===== config.mk =====
export PLATFORM = sky130hd
export DESIGN_NAME = ofst_uniformity_mon
export DESIGN_NICKNAME = d
export VERILOG_FILES = /design/src/rtl/ofst_chk_pkg.sv /design/src/rtl/sck_fall_det.sv /design/src/rtl/sck_high_counter.sv /design/src/rtl/hi_ref_tracker.sv /design/src/rtl/ofst_uniformity_mon.sv
export SDC_FILE = /design/constraint.sdc
export NUM_CORES = 1
export LEC_CHECK = 0
export ABC_CLOCK_PERIOD_IN_PS = 3700
export BUFFER_PORTS_ARGS = -buffer_cell sky130_fd_sc_hd__buf_2
export CAP_MARGIN = 10
export CORE_ASPECT_RATIO = 0.8
export CORE_MARGIN = 2
export CORE_UTILIZATION = 41
export DETAILED_ROUTE_END_ITERATION = 12
export PLACE_DENSITY = 0.69
export SYNTH_ARGS = -nofsm -noshare
export SYNTH_HDL_FRONTEND = slang
export SYNTH_SLANG_ARGS = --single-unit

===== constraint.sdc =====
create_clock -name clk -period 3.7 [get_ports clk]
set_input_delay 0.37 -clock clk [delete_from_list [all_inputs] [get_ports clk]]
set_output_delay 0.37 -clock clk [all_outputs]
set_load 0.05 [all_outputs]

===== src/rtl/ofst_chk_pkg.sv =====
package ofst_chk_pkg;

  // widest count the shared arithmetic handles
  localparam int WMAX = 16;
  typedef logic [WMAX-1:0] wide_t;

  // one step of a counter that sticks at lim
  function automatic wide_t sat_step(input wide_t v, input wide_t lim);
    wide_t r;
    if (v >= lim) r = lim;
    else          r = v + wide_t'(1);
    return r;
  endfunction

  // magnitude of the difference of two counts
  function automatic wide_t abs_gap(input wide_t a, input wide_t b);
    wide_t r;
    if (a > b) r = a - b;
    else       r = b - a;
    return r;
  endfunction

  // true when two counts are further apart than tol
  function automatic logic beyond_tol(input wide_t a, input wide_t b, input wide_t tol);
    return abs_gap(a, b) > tol;
  endfunction

endpackage


===== src/rtl/sck_fall_det.sv =====
module sck_fall_det (
  input  logic clk,
  input  logic rst_n,
  input  logic sck_in,
  output logic fall_o
);
  logic sck_q;

  always_ff @(posedge clk or negedge rst_n) begin
    if (!rst_n) sck_q <= 1'b0;
    else        sck_q <= sck_in;
  end

  assign fall_o = sck_q & ~sck_in;

  // a fall is only reported after SCK was seen high on the previous edge
  p_fall_after_high_r2: assert property (@(posedge clk) disable iff (!rst_n)
    fall_o |-> ($past(sck_in) && !sck_in));

endmodule


===== src/rtl/sck_high_counter.sv =====
module sck_high_counter #(
  parameter int CNT_W = 8
) (
  input  logic             clk,
  input  logic             rst_n,
  input  logic             clr,
  input  logic             sck_lvl,
  input  logic             sck_fall,
  output logic [CNT_W-1:0] count_o
);
  import ofst_chk_pkg::*;

  localparam logic [CNT_W-1:0] CNT_MAX = '1;
  localparam wide_t            LIM     = wide_t'(CNT_MAX);

  always_ff @(posedge clk or negedge rst_n) begin
    if (!rst_n)        count_o <= '0;
    else if (clr)      count_o <= '0;
    else if (sck_fall) count_o <= '0;
    else if (sck_lvl)  count_o <= CNT_W'(sat_step(wide_t'(count_o), LIM));
  end

  // count holds at its ceiling while SCK stays high
  p_count_saturates_r5: assert property (@(posedge clk) disable iff (!rst_n)
    (count_o == CNT_MAX && sck_lvl && !clr && !sck_fall) |=> (count_o == CNT_MAX));

  // a cleared block restarts from zero
  p_count_cleared_r11: assert property (@(posedge clk) disable iff (!rst_n)
    clr |=> (count_o == '0));

endmodule


===== src/rtl/hi_ref_tracker.sv =====
module hi_ref_tracker #(
  parameter int CNT_W = 8,
  parameter int TOL   = 1
) (
  input  logic             clk,
  input  logic             rst_n,
  input  logic             clr,
  input  logic             sck_fall,
  input  logic [CNT_W-1:0] count_i,
  output logic             mismatch_o
);
  import ofst_chk_pkg::*;

  localparam wide_t TOL_W = wide_t'(TOL);

  logic [CNT_W-1:0] ref_q;
  logic             ref_ok;
  logic             far;

  assign far        = beyond_tol(wide_t'(count_i), wide_t'(ref_q), TOL_W);
  assign mismatch_o = sck_fall & ref_ok & far;

  always_ff @(posedge clk or negedge rst_n) begin
    if (!rst_n) begin
      ref_q  <= '0;
      ref_ok <= 1'b0;
    end else if (clr) begin
      ref_q  <= '0;
      ref_ok <= 1'b0;
    end else if (sck_fall) begin
      if (!ref_ok) begin
        ref_q  <= count_i;
        ref_ok <= 1'b1;
      end else if (far) begin
        ref_ok <= 1'b0;
      end
    end
  end

  // a held reference is not disturbed between phase ends
  p_ref_stable_r6: assert property (@(posedge clk) disable iff (!rst_n)
    (ref_ok && !clr && !sck_fall) |=> ($stable(ref_q) && ref_ok));

  // after a mismatch the next phase end captures a new reference
  p_realign_r6: assert property (@(posedge clk) disable iff (!rst_n)
    (mismatch_o && !clr) |=> !ref_ok);

  // no reference survives a clear
  p_ref_dropped_r7: assert property (@(posedge clk) disable iff (!rst_n)
    clr |=> !ref_ok);

endmodule


===== src/rtl/ofst_uniformity_mon.sv =====
module ofst_uniformity_mon #(
  parameter int CNT_W = 8,
  parameter int TOL   = 1
) (
  input  logic clk,
  input  logic rst_n,
  input  logic enable,
  input  logic sck_sync,
  input  logic frame_act,
  input  logic ofst_clr,
  output logic ofst_flag,
  output logic resync_pulse
);
  logic             blk_clr;
  logic             sck_fall;
  logic [CNT_W-1:0] hi_count;
  logic             mismatch;

  assign blk_clr = ~enable | ~frame_act;

  sck_fall_det u_fall (
    .clk    (clk),
    .rst_n  (rst_n),
    .sck_in (sck_sync),
    .fall_o (sck_fall)
  );

  sck_high_counter #(.CNT_W(CNT_W)) u_cnt (
    .clk      (clk),
    .rst_n    (rst_n),
    .clr      (blk_clr),
    .sck_lvl  (sck_sync),
    .sck_fall (sck_fall),
    .count_o  (hi_count)
  );

  hi_ref_tracker #(.CNT_W(CNT_W), .TOL(TOL)) u_ref (
    .clk        (clk),
    .rst_n      (rst_n),
    .clr        (blk_clr),
    .sck_fall   (sck_fall),
    .count_i    (hi_count),
    .mismatch_o (mismatch)
  );

  always_ff @(posedge clk or negedge rst_n) begin
    if (!rst_n) begin
      ofst_flag    <= 1'b0;
      resync_pulse <= 1'b0;
    end else if (!enable) begin
      ofst_flag    <= 1'b0;
      resync_pulse <= 1'b0;
    end else begin
      resync_pulse <= mismatch;
      if (mismatch)      ofst_flag <= 1'b1;
      else if (ofst_clr) ofst_flag <= 1'b0;
    end
  end

  p_pulse_single_r4: assert property (@(posedge clk) disable iff (!rst_n)
    resync_pulse |=> !resync_pulse);

  p_pulse_with_flag_r4: assert property (@(posedge clk) disable iff (!rst_n)
    resync_pulse |-> ofst_flag);

  p_flag_sticky_r8: assert property (@(posedge clk) disable iff (!rst_n)
    (ofst_flag && enable && !ofst_clr) |=> ofst_flag);

  p_set_beats_clear_r9: assert property (@(posedge clk) disable iff (!rst_n)
    (mismatch && enable) |=> ofst_flag);

  p_disable_idle_r10: assert property (@(posedge clk) disable iff (!rst_n)
    !enable |=> (!ofst_flag && !resync_pulse));

  p_idle_quiet_r11: assert property (@(posedge clk) disable iff (!rst_n)
    !frame_act |=> !resync_pulse);

endmodule


==> qor.txt, run 1 <==
status - finished clean
leakage - 0.835 nW
Antenna Nets Post-Route - 0
period utilisation layout - 0.741
unrepaired setup endpoints after global routing - no
I/O pin count - 8
drt via density - 5.63
Row Count - 21
clk sink count - 20
max-slew violations - 0
yosys warns - 0
WP data arrival - 2880 ps
setup TNS - 0 ps
Post-Place Cell Area - 0.00183 mm2
crit path max fanout - 9
CTS tree - done
Reg clk slew, reported paths - 90 ps
post-CTS sizing - 0
CP Buf/Inv Count - 1
worst slew pin tran - 1090 ps
Mapped Cells - 215
final RePlAce weighted congestion - 0.923
gr ovfl total - 0
core area - 0.00418 mm2
CP required - 3840 ps
Peak VDD IR - 0.219 mV
Peak Freq - 0.365 GHz
die area - 0.00490 mm2
largest net degree at the start of global routing - 21
CP endpoint kind - register
CTS Buf Count - 3
Main synth FF type - dfrtp_1
critical-path cell list - inv_1 > ha_1 > a21o_4 > a31oi_1 > mux2_4 > or4_4 > o31ai_4 > o21ai_1
DRC viols - 0
Clk Latency, worst-skew pair - 270 ps
# fillers - 408
vias in the first global route - 1382
die height - 63.0 um
first-pass GRT wire length - 6.62 mm
met3 GRT Util - 0.0347
Slew HR - 0.275
Cell variety after synth - 49
M1 GR Usage - 0.272
Post-Syn Area - 0.00179 mm2
synthesized flop and latch total - 20
ys async rst share - 1.00
# Post-CTS Setup Buffers - 0
Clock Path Buffers - 2
WL/cell - 14.1 um
RR Endpoint - ofst_flag$_DFFE_PN0P_
PortBufs - 7
final setup fails - 0
WL final - 3.86 mm
Total GRT Usage - 0.170
delay-heaviest family, CP - compound AO/OA/AOI/OAI gates
HPWL Detailed - 3.05 mm
DR iter-0 viols - 139
final instance area - 0.00190 mm2
initial antenna violation count - 0
Nets - 243
R2R cell count - 8
DRT Pass-1 Iters - 4
critical path launch point type - register
met2 global-route usage - 0.234
Largest stage delay, worst path - 560 ps
routed vias - 1543
root buffer cell - clkbuf_8
number of max-cap violations - 0
Post-synth EDFFs - 0
H-Tree Depth - 1
post-synth top area cell - dfrtp_1
share of the synthesized area in the top cell type - 0.280
Min-Delay Path Class - input port to async pin
Top Usage Layer GRT - met1
Synth Area per Inst - 8.30 um2
WHS - 38.6 ps
Final Hold Violating Endpoints - 0
reg-to-reg slack, setup - 960 ps
Setup Skew - 8.41 ps
hold-fix buffers at CTS - 0
CP max-delay cell - or4_4
r2r startpoint - u_cnt.count_o[3]$_DFFE_PN0P_
min cycle time layout - 2740 ps
antenna cells - 0
Synth area leaders - dfrtp_1 (28%), ha_1 (12%), a21oi_1 (6.2%)
Initial Util - 0.427
Die W - 77.8 um
P&R area growth vs syn - 6.66%
sequential fraction of the synthesis area - 0.280
layout cells sized above 1 - 0.0876
P per Cell Area - 261 mW/mm2
Synth Net Count - 240
Crit Path Class - register to register
cell usage after synthesis (3+ instances only):
cell	n
buf_6	3
nand3_1	6
dfrtp_1	20
and3_1	3
clkbuf_1	4
nand2b_1	3
inv_1	23
ha_1	17
a22o_1	3
o221ai_1	3
o21ai_0	15
nand2_1	6
a21oi_1	22
nor2b_1	6
or3_1	3
nor2_1	26
nor3_1	7
how the worst max path moves through the flow:
stage / from / endpoint / slack [ps] / depth (start not counted)
finish: u_cnt.count_o[3]$_DFFE_PN0P_ / ofst_flag$_DFFE_PN0P_ / 960 / 8
global route: u_cnt.count_o[3]$_DFFE_PN0P_ / ofst_flag$_DFFE_PN0P_ / 860 / 8
CTS: u_cnt.count_o[3]$_DFFE_PN0P_ / ofst_flag$_DFFE_PN0P_ / 970 / 8
detailed placement: u_cnt.count_o[3]$_DFFE_PN0P_ / ofst_flag$_DFFE_PN0P_ / 990 / 8
global placement: u_cnt.count_o[3]$_DFFE_PN0P_ / ofst_flag$_DFFE_PN0P_ / 1040 / 8
floorplan: u_cnt.count_o[3]$_DFFE_PN0P_ / ofst_flag$_DFFE_PN0P_ / 1160 / 9
where the power goes:
group,total [W],leakage (nW),switching [W],internal [W]
registers,0.000222,0.276,0.00000179,0.000220
clock network,0.000227,0.0357,0.0000824,0.000145
logic,0.0000486,0.523,0.0000303,0.0000183
state kept, by name, indices dropped and copies added (netlist names):
signal	cells
u_cnt.count_o	8
u_fall.sck_q	1
ofst_flag	1
u_ref.ref_q	8
resync_pulse	1
u_ref.ref_ok	1
cell usage in the layout (no fill, tap or decap), drive strengths merged, types with 2 or more instances in the layout:
cell type   n
or3         3
xnor2       2
o21ai      17
o221ai      3
o31ai       3
or4         2
o22ai       2
ha         17
nand2b      3
clkbuf      3
buf         7
inv        23
nand3b      2
nor4        2
a22o        3
nor2       26
a21oi      23
xor2        2
nand2       6
nor3        7
a31oi       2
o41ai       2
nand3       6
a211oi      3
and3        3
fa          2
a21o        3
dfrtp      20
o21a        2
nor2b       6
per-stage QoR:
step            util  worst slack [ps]  total power, W  instances
2_1_floorplan      -              1160        0.000260        215
3_3_place_gp   0.439              1040        0.000275        270
3_5_place_dp   0.439               992        0.000275        270
4_1_cts        0.456               974        0.000503        274
5_1_grt        0.456               863        0.000518        274
6_report       0.456               960        0.000498        274
layout make-up:
| cell class | instances | area [um2] | area share |
|---|---|---|---|
| flip-flops and latches | 20 | 500 | 0.263 |
| repair buffers | 7 | 35.0 | 0.0184 |
| multi-input cells | 163 | 1140 | 0.599 |
| clock inverters | 1 | 30.0 | 0.0158 |
| well taps | 57 | 71.3 | 0.0375 |
| inverters | 23 | 86.3 | 0.0453 |
| clock buffers | 3 | 41.3 | 0.0217 |
logic make-up (layout without fill, tap and decap cells):
family,Yosys count,after routing,synth area share
XOR/XNOR,4,4,0.0196
flip-flops,20,20,0.280
AO/OA/AOI/OAI,71,71,0.278
adder cells (fa/ha/maj),19,19,0.142
buffers and inverters,32,34,0.0813
AND/OR/NAND/NOR,68,68,0.191
multiplexers,1,1,0.00841
routing by layer:
metal | share of wire | wire (um)
met5 | 0 | 0
met4 | 0.0054 | 21
met3 | 0.044 | 171
met2 | 0.39 | 1510
met1 | 0.56 | 2160
Power figures use the tool's default switching activity.
==> run 2, diff against run 1 <==
ABC_AREA = 1   (was unset)
ABC_CLOCK_PERIOD_IN_PS = 2400   (was 3700)
PLACE_DENSITY = 0.71   (was 0.69)
clock period = 2.4 ns   (was 3.7 ns; I/O delays follow)
==> qor.txt, run 2 <==
status - finished clean
Main synth FF type - dfrtp_1
I/O pin count - 8 (unchanged)
WL/cell - 12.3 um (-13%)
number of max-cap violations - 0 (unchanged)
gr ovfl total - 0 (unchanged)
Slew HR - 0.557 (+0.282)
clk sink count - 20 (unchanged)
# fillers - 426 (+4.4%)
H-Tree Depth - 1 (unchanged)
Regs by FF count - u_cnt.count_o: 8 flops, u_ref.ref_q: 8 flops
CP max-delay cell - dfrtp_1
routed vias - 1599 (+3.6%)
WP data arrival - 2370 ps (-510 ps)
min cycle time layout - 2220 ps (-525 ps)
dominant cell by count in the synthesized netlist - nand2_1
CP Buf/Inv Count - 2 (+1)
DR iter-0 viols - 135 (-2.9%)
CTS tree - done
Hold Startpoint - sck_sync
most frequent cells in the layout - nand2_1 (69), inv_1 (49), nor2_1 (24)
synthesized flop and latch total - 20 (unchanged)
die area - 0.00479 mm2 (-2.3%)
CP endpoint kind - register
post-synth top area cell - dfrtp_1
layout cells sized above 1 - 0.0858 (-0.00174)
most common cell after layout, fill and taps aside - nand2_1
P per Cell Area - 392 mW/mm2 (+50%)
yosys warns - 0 (unchanged)
Setup Skew - 1.69 ps (-6.71 ps)
Peak VDD IR - 0.459 mV (+110%)
antenna cells - 0 (unchanged)
sequential fraction of the synthesis area - 0.287 (+0.00705)
critical path launch point type - register
setup TNS - 0 ps (unchanged)
PortBufs - 7 (unchanged)
Min-Delay Path Class - input port to register
Cell variety after synth - 29 (-41%)
max-slew violations - 0 (unchanged)
hold endpoint - u_fall.sck_q$_DFF_PN0_
delay-heaviest family, CP - simple AND/OR/NAND/NOR gates
DRT Pass-1 Iters - 4 (unchanged)
Post-synth EDFFs - 0 (unchanged)
leakage - 1.05 nW (+26%)
Reg clk slew, reported paths - 80 ps (about the same)
DRC viols - 0 (unchanged)
RR Endpoint - ofst_flag$_DFFE_PN0P_
Post-Syn Area - 0.00174 mm2 (-2.5%)
die height - 62.3 um (-1.2%)
Largest stage delay, worst path - 430 ps (-130 ps)
Synth Net Count - 282 (+18%)
critical-path cell list - inv_2 > ha_1 > inv_1 > fa_1 > nand3_1 > nand2_1 > nand2_1 > nand2_1 > nand2_1 > nand2_1 > a21oi_1 > nand3_1 > nand4_1 > nand2_1
Die W - 76.9 um (-1.2%)
HPWL Detailed - 3.22 mm (+5.6%)
final setup fails - 0 (unchanged)
crit path max fanout - 4 (-5)
P&R area growth vs syn - 10.3%
# Post-CTS Setup Buffers - 0 (unchanged)
Setup WS post-layout - 185 ps (-775 ps)
Total GRT Usage - 0.181 (+0.0113)
Clock Path Buffers - 2 (unchanged)
R2R cell count - 14 (+6)
initial antenna violation count - 0 (unchanged)
Crit Path Class - register to register
Synth Area per Inst - 6.78 um2 (-18%)
period utilisation layout - 0.923 (+0.182)
Synth area leaders - dfrtp_1 (29%), nand2_1 (15%), ha_1 (12%)
core area - 0.00413 mm2 (-1.3%)
ys async rst share - 1.00 (unchanged)
hold-critical path depth - 1
Post-synth top cells - nand2_1 (69), inv_1 (50), nor2_1 (24)
worst slew pin tran - 660 ps (-425 ps)
CP required - 2550 ps (-1290 ps)
Antenna Nets Post-Route - 0 (unchanged)
Peak Freq - 0.451 GHz (+24%)
Final Hold Violating Endpoints - 0 (unchanged)
drt via density - 4.92 (-13%)
first-pass GRT wire length - 7.08 mm (+6.9%)
root buffer cell - clkbuf_8
vias in the first global route - 1557 (+13%)
WL final - 4.00 mm (+3.5%)
r2r startpoint - u_cnt.count_o[0]$_DFFE_PN0P_
Initial Util - 0.422 (-0.00517)
Post-Place Setup Slack - 167 ps (-825 ps)
Mapped Cells - 257 (+20%)
share of the synthesized area in the top cell type - 0.287 (+0.00705)
final RePlAce weighted congestion - 0.932 (+1.0%)
Clk Latency, worst-skew pair - 260 ps (about the same)
largest net degree at the start of global routing - 21 (unchanged)
Row Count - 21 (unchanged)
CTS Buf Count - 3 (unchanged)
reg-to-reg slack, setup - 180 ps (-770 ps)
Nets - 294 (+21%)
unrepaired setup endpoints after global routing - no
CP dominant cell by count - nand2_1
[run 2: cell count changes after synthesis, moves of 9 or more]
cell / before / now
a21oi_1: 22 / 13
inv_1: 23 / 50
nand2_1: 6 / 69
nand3_1: 6 / 21
o22ai_1: 1 / 11
[run 2: area by class of cell]
type	count	area, um2	area share
Sequential cell	20	500	0.261
Tap cell	57	71.3	0.0371
Clock inverter	1	30.0	0.0156
Multi-Input combinational cell	185	1040	0.540
Inverter	50	188	0.0977
Timing Repair Buffer	9	52.6	0.0274
Clock buffer	3	41.3	0.0215
[run 2: metrics by stage]
step / instances / hold WS, ps / total power (W) / instance area [um2] / utilization
6_report: 325 / 112 / 0.000754 / 1920 / 0.466
5_1_grt: 325 / 112 / 0.000787 / 1920 / 0.466
4_1_cts: 325 / 112 / 0.000761 / 1920 / 0.466
3_5_place_dp: 320 / 215 / 0.000418 / 1840 / 0.446
3_3_place_gp: 320 / 214 / 0.000417 / 1840 / 0.446
2_1_floorplan: 257 / -55.6 / 0.000394 / 1740 / -
[run 2: worst max path at each step]
stage                            startpoint                    end  depth (start not counted)
3_3_place_gp   u_cnt.count_o[0]$_DFFE_PN0P_  ofst_flag$_DFFE_PN0P_                         14
6_report       u_cnt.count_o[0]$_DFFE_PN0P_  ofst_flag$_DFFE_PN0P_                         14
5_1_grt        u_cnt.count_o[0]$_DFFE_PN0P_  ofst_flag$_DFFE_PN0P_                         14
2_1_floorplan  u_cnt.count_o[0]$_DFFE_PN0P_  ofst_flag$_DFFE_PN0P_                         14
3_5_place_dp   u_cnt.count_o[0]$_DFFE_PN0P_  ofst_flag$_DFFE_PN0P_                         14
4_1_cts        u_cnt.count_o[0]$_DFFE_PN0P_  ofst_flag$_DFFE_PN0P_                         14
[run 2: timing repair]
action / 4_1_cts / 5_1_grt
hold buffers: 1 / 0
hold endpoints to repair: 20 / 0
setup endpoints to repair: 0 / 3
resized for setup: 0 / 1
[run 2: cells by family after synthesis]
kind of cell    after synthesis  share of synthesized area
buf+inv                      52                      0.117
simple gates                126                      0.312
compound gates               40                      0.139
flops                        20                      0.287
fa+ha+maj                    19                      0.145
[run 2: where the power goes]
group,switching (W),internal (W)
combinational,0.0000469,0.0000244
sequential,0.00000199,0.000339
clock,0.000118,0.000223
total,0.000167,0.000586
[run 2: metal layers]
metal	track usage	up-vias	wire length [um]	share of wire
met5	0	-	0	0
met4	0.0273	0	37	0.0093
met3	0.0422	4	252	0.063
met2	0.271	37	1610	0.40
met1	0.271	717	2100	0.52
li1	-	841	-	-
==> run 3, diff against run 2 <==
PLACE_DENSITY = 0.59   (was 0.71)
SYNTH_HIERARCHICAL = 1   (was unset)
==> qor.txt, run 3 <==
Main synth FF type - dfrtp_1
crit path max fanout - 3 (-1)
final RePlAce weighted congestion - 0.861 (-7.7%)
Initial Util - 0.424 (+0.00149)
P per Cell Area - 298 mW/mm2 (-24%)
Die W - 80.6 um (+4.8%)
vias in the first global route - 1637 (+5.1%)
Synth area leaders - dfrtp_1 (26%), nand2_1 (19%), inv_1 (12%)
DRT Pass-1 Iters - 4 (unchanged)
Regs by FF count - u_cnt/count_o: 8 flops, u_ref/ref_q: 8 flops
Crit Path Class - register to register
post-synth top area cell - dfrtp_1
H-Tree Depth - 1 (unchanged)
most common cell after layout, fill and taps aside - nand2_1
Setup Skew - 7.54 ps (+5.84 ps)
P&R area growth vs syn - 10.1%
drt via density - 4.69 (-4.7%)
Peak Freq - 0.466 GHz (+3.2%)
min cycle time layout - 2150 ps (-68.9 ps)
Clk Latency, worst-skew pair - 260 ps (about the same)
root buffer cell - clkbuf_8
WP data arrival - 2340 ps (-30 ps)
Critical Path Start - u_ref/ref_q[0]$_DFFE_PN0P_
Mapped Cells - 301 (+17%)
largest net degree at the start of global routing - 21 (unchanged)
Synth Net Count - 326 (+16%)
max-slew violations - 0 (unchanged)
WL/cell - 11.9 um (-3.6%)
critical path launch point type - register
final instance area - 0.00212 mm2 (+10%)
reg-to-reg slack, setup - 250 ps (+70 ps)
clk sink count - 20 (unchanged)
Post-synth EDFFs - 0 (unchanged)
CTS Buf Count - 3 (unchanged)
dominant cell by count in the synthesized netlist - nand2_1
RR Endpoint - ofst_flag$_DFFE_PN0P_
Row Count - 22 (+4.8%)
final setup fails - 0 (unchanged)
r2r startpoint - u_ref/ref_q[0]$_DFFE_PN0P_
Post-synth top cells - nand2_1 (95), inv_1 (63), nand3_1 (26)
Nets - 344 (+17%)
unrepaired setup endpoints after global routing - no
yosys warns - 6 (+6)
routed vias - 1768 (+11%)
Antenna Nets Post-Route - 0 (unchanged)
Power, Total - 0.000631 W (-16%)
Peak VDD IR - 0.275 mV (-40%)
period utilisation layout - 0.894 (-0.0287)
hold endpoint - u_fall/sck_q$_DFF_PN0_
Reg clk slew, reported paths - 80 ps (about the same)
status - finished clean
number of max-cap violations - 0 (unchanged)
Non-Filler Instances - 377 (+16%)
Min-Delay Path Class - input port to register
Post-Syn Area - 0.00192 mm2 (+10%)
gr ovfl total - 0 (unchanged)
sequential fraction of the synthesis area - 0.260 (-0.0273)
Synth Area per Inst - 6.39 um2 (-5.7%)
CP required - 2590 ps (+40 ps)
core area - 0.00454 mm2 (+10%)
hold-critical path depth - 1 (unchanged)
I/O pin count - 8 (unchanged)
layout cells sized above 1 - 0.129 (+0.0435)
synthesized flop and latch total - 20 (unchanged)
first-pass GRT wire length - 7.87 mm (+11%)
most frequent cells in the layout - nand2_1 (95), inv_1 (63), nand3_1 (26)
share of the synthesized area in the top cell type - 0.260 (-0.0273)
WL final - 4.47 mm (+12%)
Total GRT Usage - 0.192 (+0.0112)
die height - 65.3 um (+4.8%)
setup TNS - 0 ps (unchanged)
antenna cells - 0 (unchanged)
DRC viols - 0 (unchanged)
Final Hold Violating Endpoints - 0 (unchanged)
Hold Startpoint - sck_sync
Clock Path Buffers - 2 (unchanged)
R2R cell count - 17 (+3)
ys async rst share - 1.00 (unchanged)
Post-Place Cell Area - 0.00206 mm2 (+12%)
HPWL Detailed - 3.67 mm (+14%)
PortBufs - 7 (unchanged)
initial antenna violation count - 0 (unchanged)
CP endpoint kind - register
Cell variety after synth - 24 (-17%)
worst slew pin tran - 691 ps (+30.7 ps)
leakage - 1.19 nW (+13%)
die area - 0.00526 mm2 (+9.9%)
Slew HR - 0.536 (-0.0206)
CTS tree - done
DR iter-0 viols - 123 (-8.9%)
placed cells - 373 (+17%)
==> run 3: layout make-up <==
type / instances / area, um2
clock buffers: 3 / 41.3
inverters: 66 / 248
fillers: 496 / 2420
flip-flops and latches: 20 / 500
multi-input cells: 213 / 1160
well taps: 60 / 75.1
repair buffers: 15 / 97.6
==> run 3: where the power goes <==
group	switching [W]	leakage [nW]	internal (W)
combinational	0.0000481	0.896	0.0000236
sequential	0.00000193	0.276	0.000339
clock	0.000106	0.0216	0.000112
==> run 3: repair_timing <==
item / CTS / global route
endpoints found under the hold margin: 20 / 0
hold buffers: 1 / 0
resized for setup: 0 / 1
setup endpoints to repair: 0 / 2
buffers inserted: 0 / 0
==> run 3: worst max-delay path by stage <==
stage                             to  slack (ps)  depth (start not counted)
2_1_floorplan  ofst_flag$_DFFE_PN0P_         420                         16
3_5_place_dp   ofst_flag$_DFFE_PN0P_         230                         16
3_3_place_gp   ofst_flag$_DFFE_PN0P_         300                         16
6_report       ofst_flag$_DFFE_PN0P_         250                         17
4_1_cts        ofst_flag$_DFFE_PN0P_         200                         16
5_1_grt        ofst_flag$_DFFE_PN0P_          20                         17
==> run 3: cell families after synthesis <==
logic type               share of synthesized area
adder cells (fa/ha/maj)                      0.131
buffers and inverters                        0.140
AO/OA/AOI/OAI                               0.0884
AND/OR/NAND/NOR                              0.380
flip-flops                                   0.260
==> run 3: per-layer routing <==
metal,global-route usage,routed length (um),vias to the layer above
li1,-,-,953
met1,0.301,2440,779
met2,0.286,1830,34
met3,0.0330,195,2
met4,0.0127,7,0
met5,0,0,-
==> run 3: through the flow <==
| step | hold slack, ps | utilization | setup WS (ps) |
|---|---|---|---|
| finish | 170 | 0.466 | 254 |
| global route | 166 | 0.466 | 22.9 |
| CTS | 162 | 0.466 | 203 |
| detailed placement | 235 | 0.455 | 235 |
| global placement | 226 | 0.455 | 303 |
| floorplan | -55.6 | - | 423 |
==> run 3: critical path, stage by stage (launching register included) <==
cell and delay [ps]:
dfrtp_1 380, inv_1 80, ha_1 150, inv_1 60
fa_1 410, nand2_1 100, nand2_1 100, nand3_1 90
nand2_1 60, nand2_1 70, clkinv_1 60, nand2_1 70
nor2_1 50, nand3_1 60, nand2_1 60, nor2_2 140
nand2_1 90, nand2_1 70
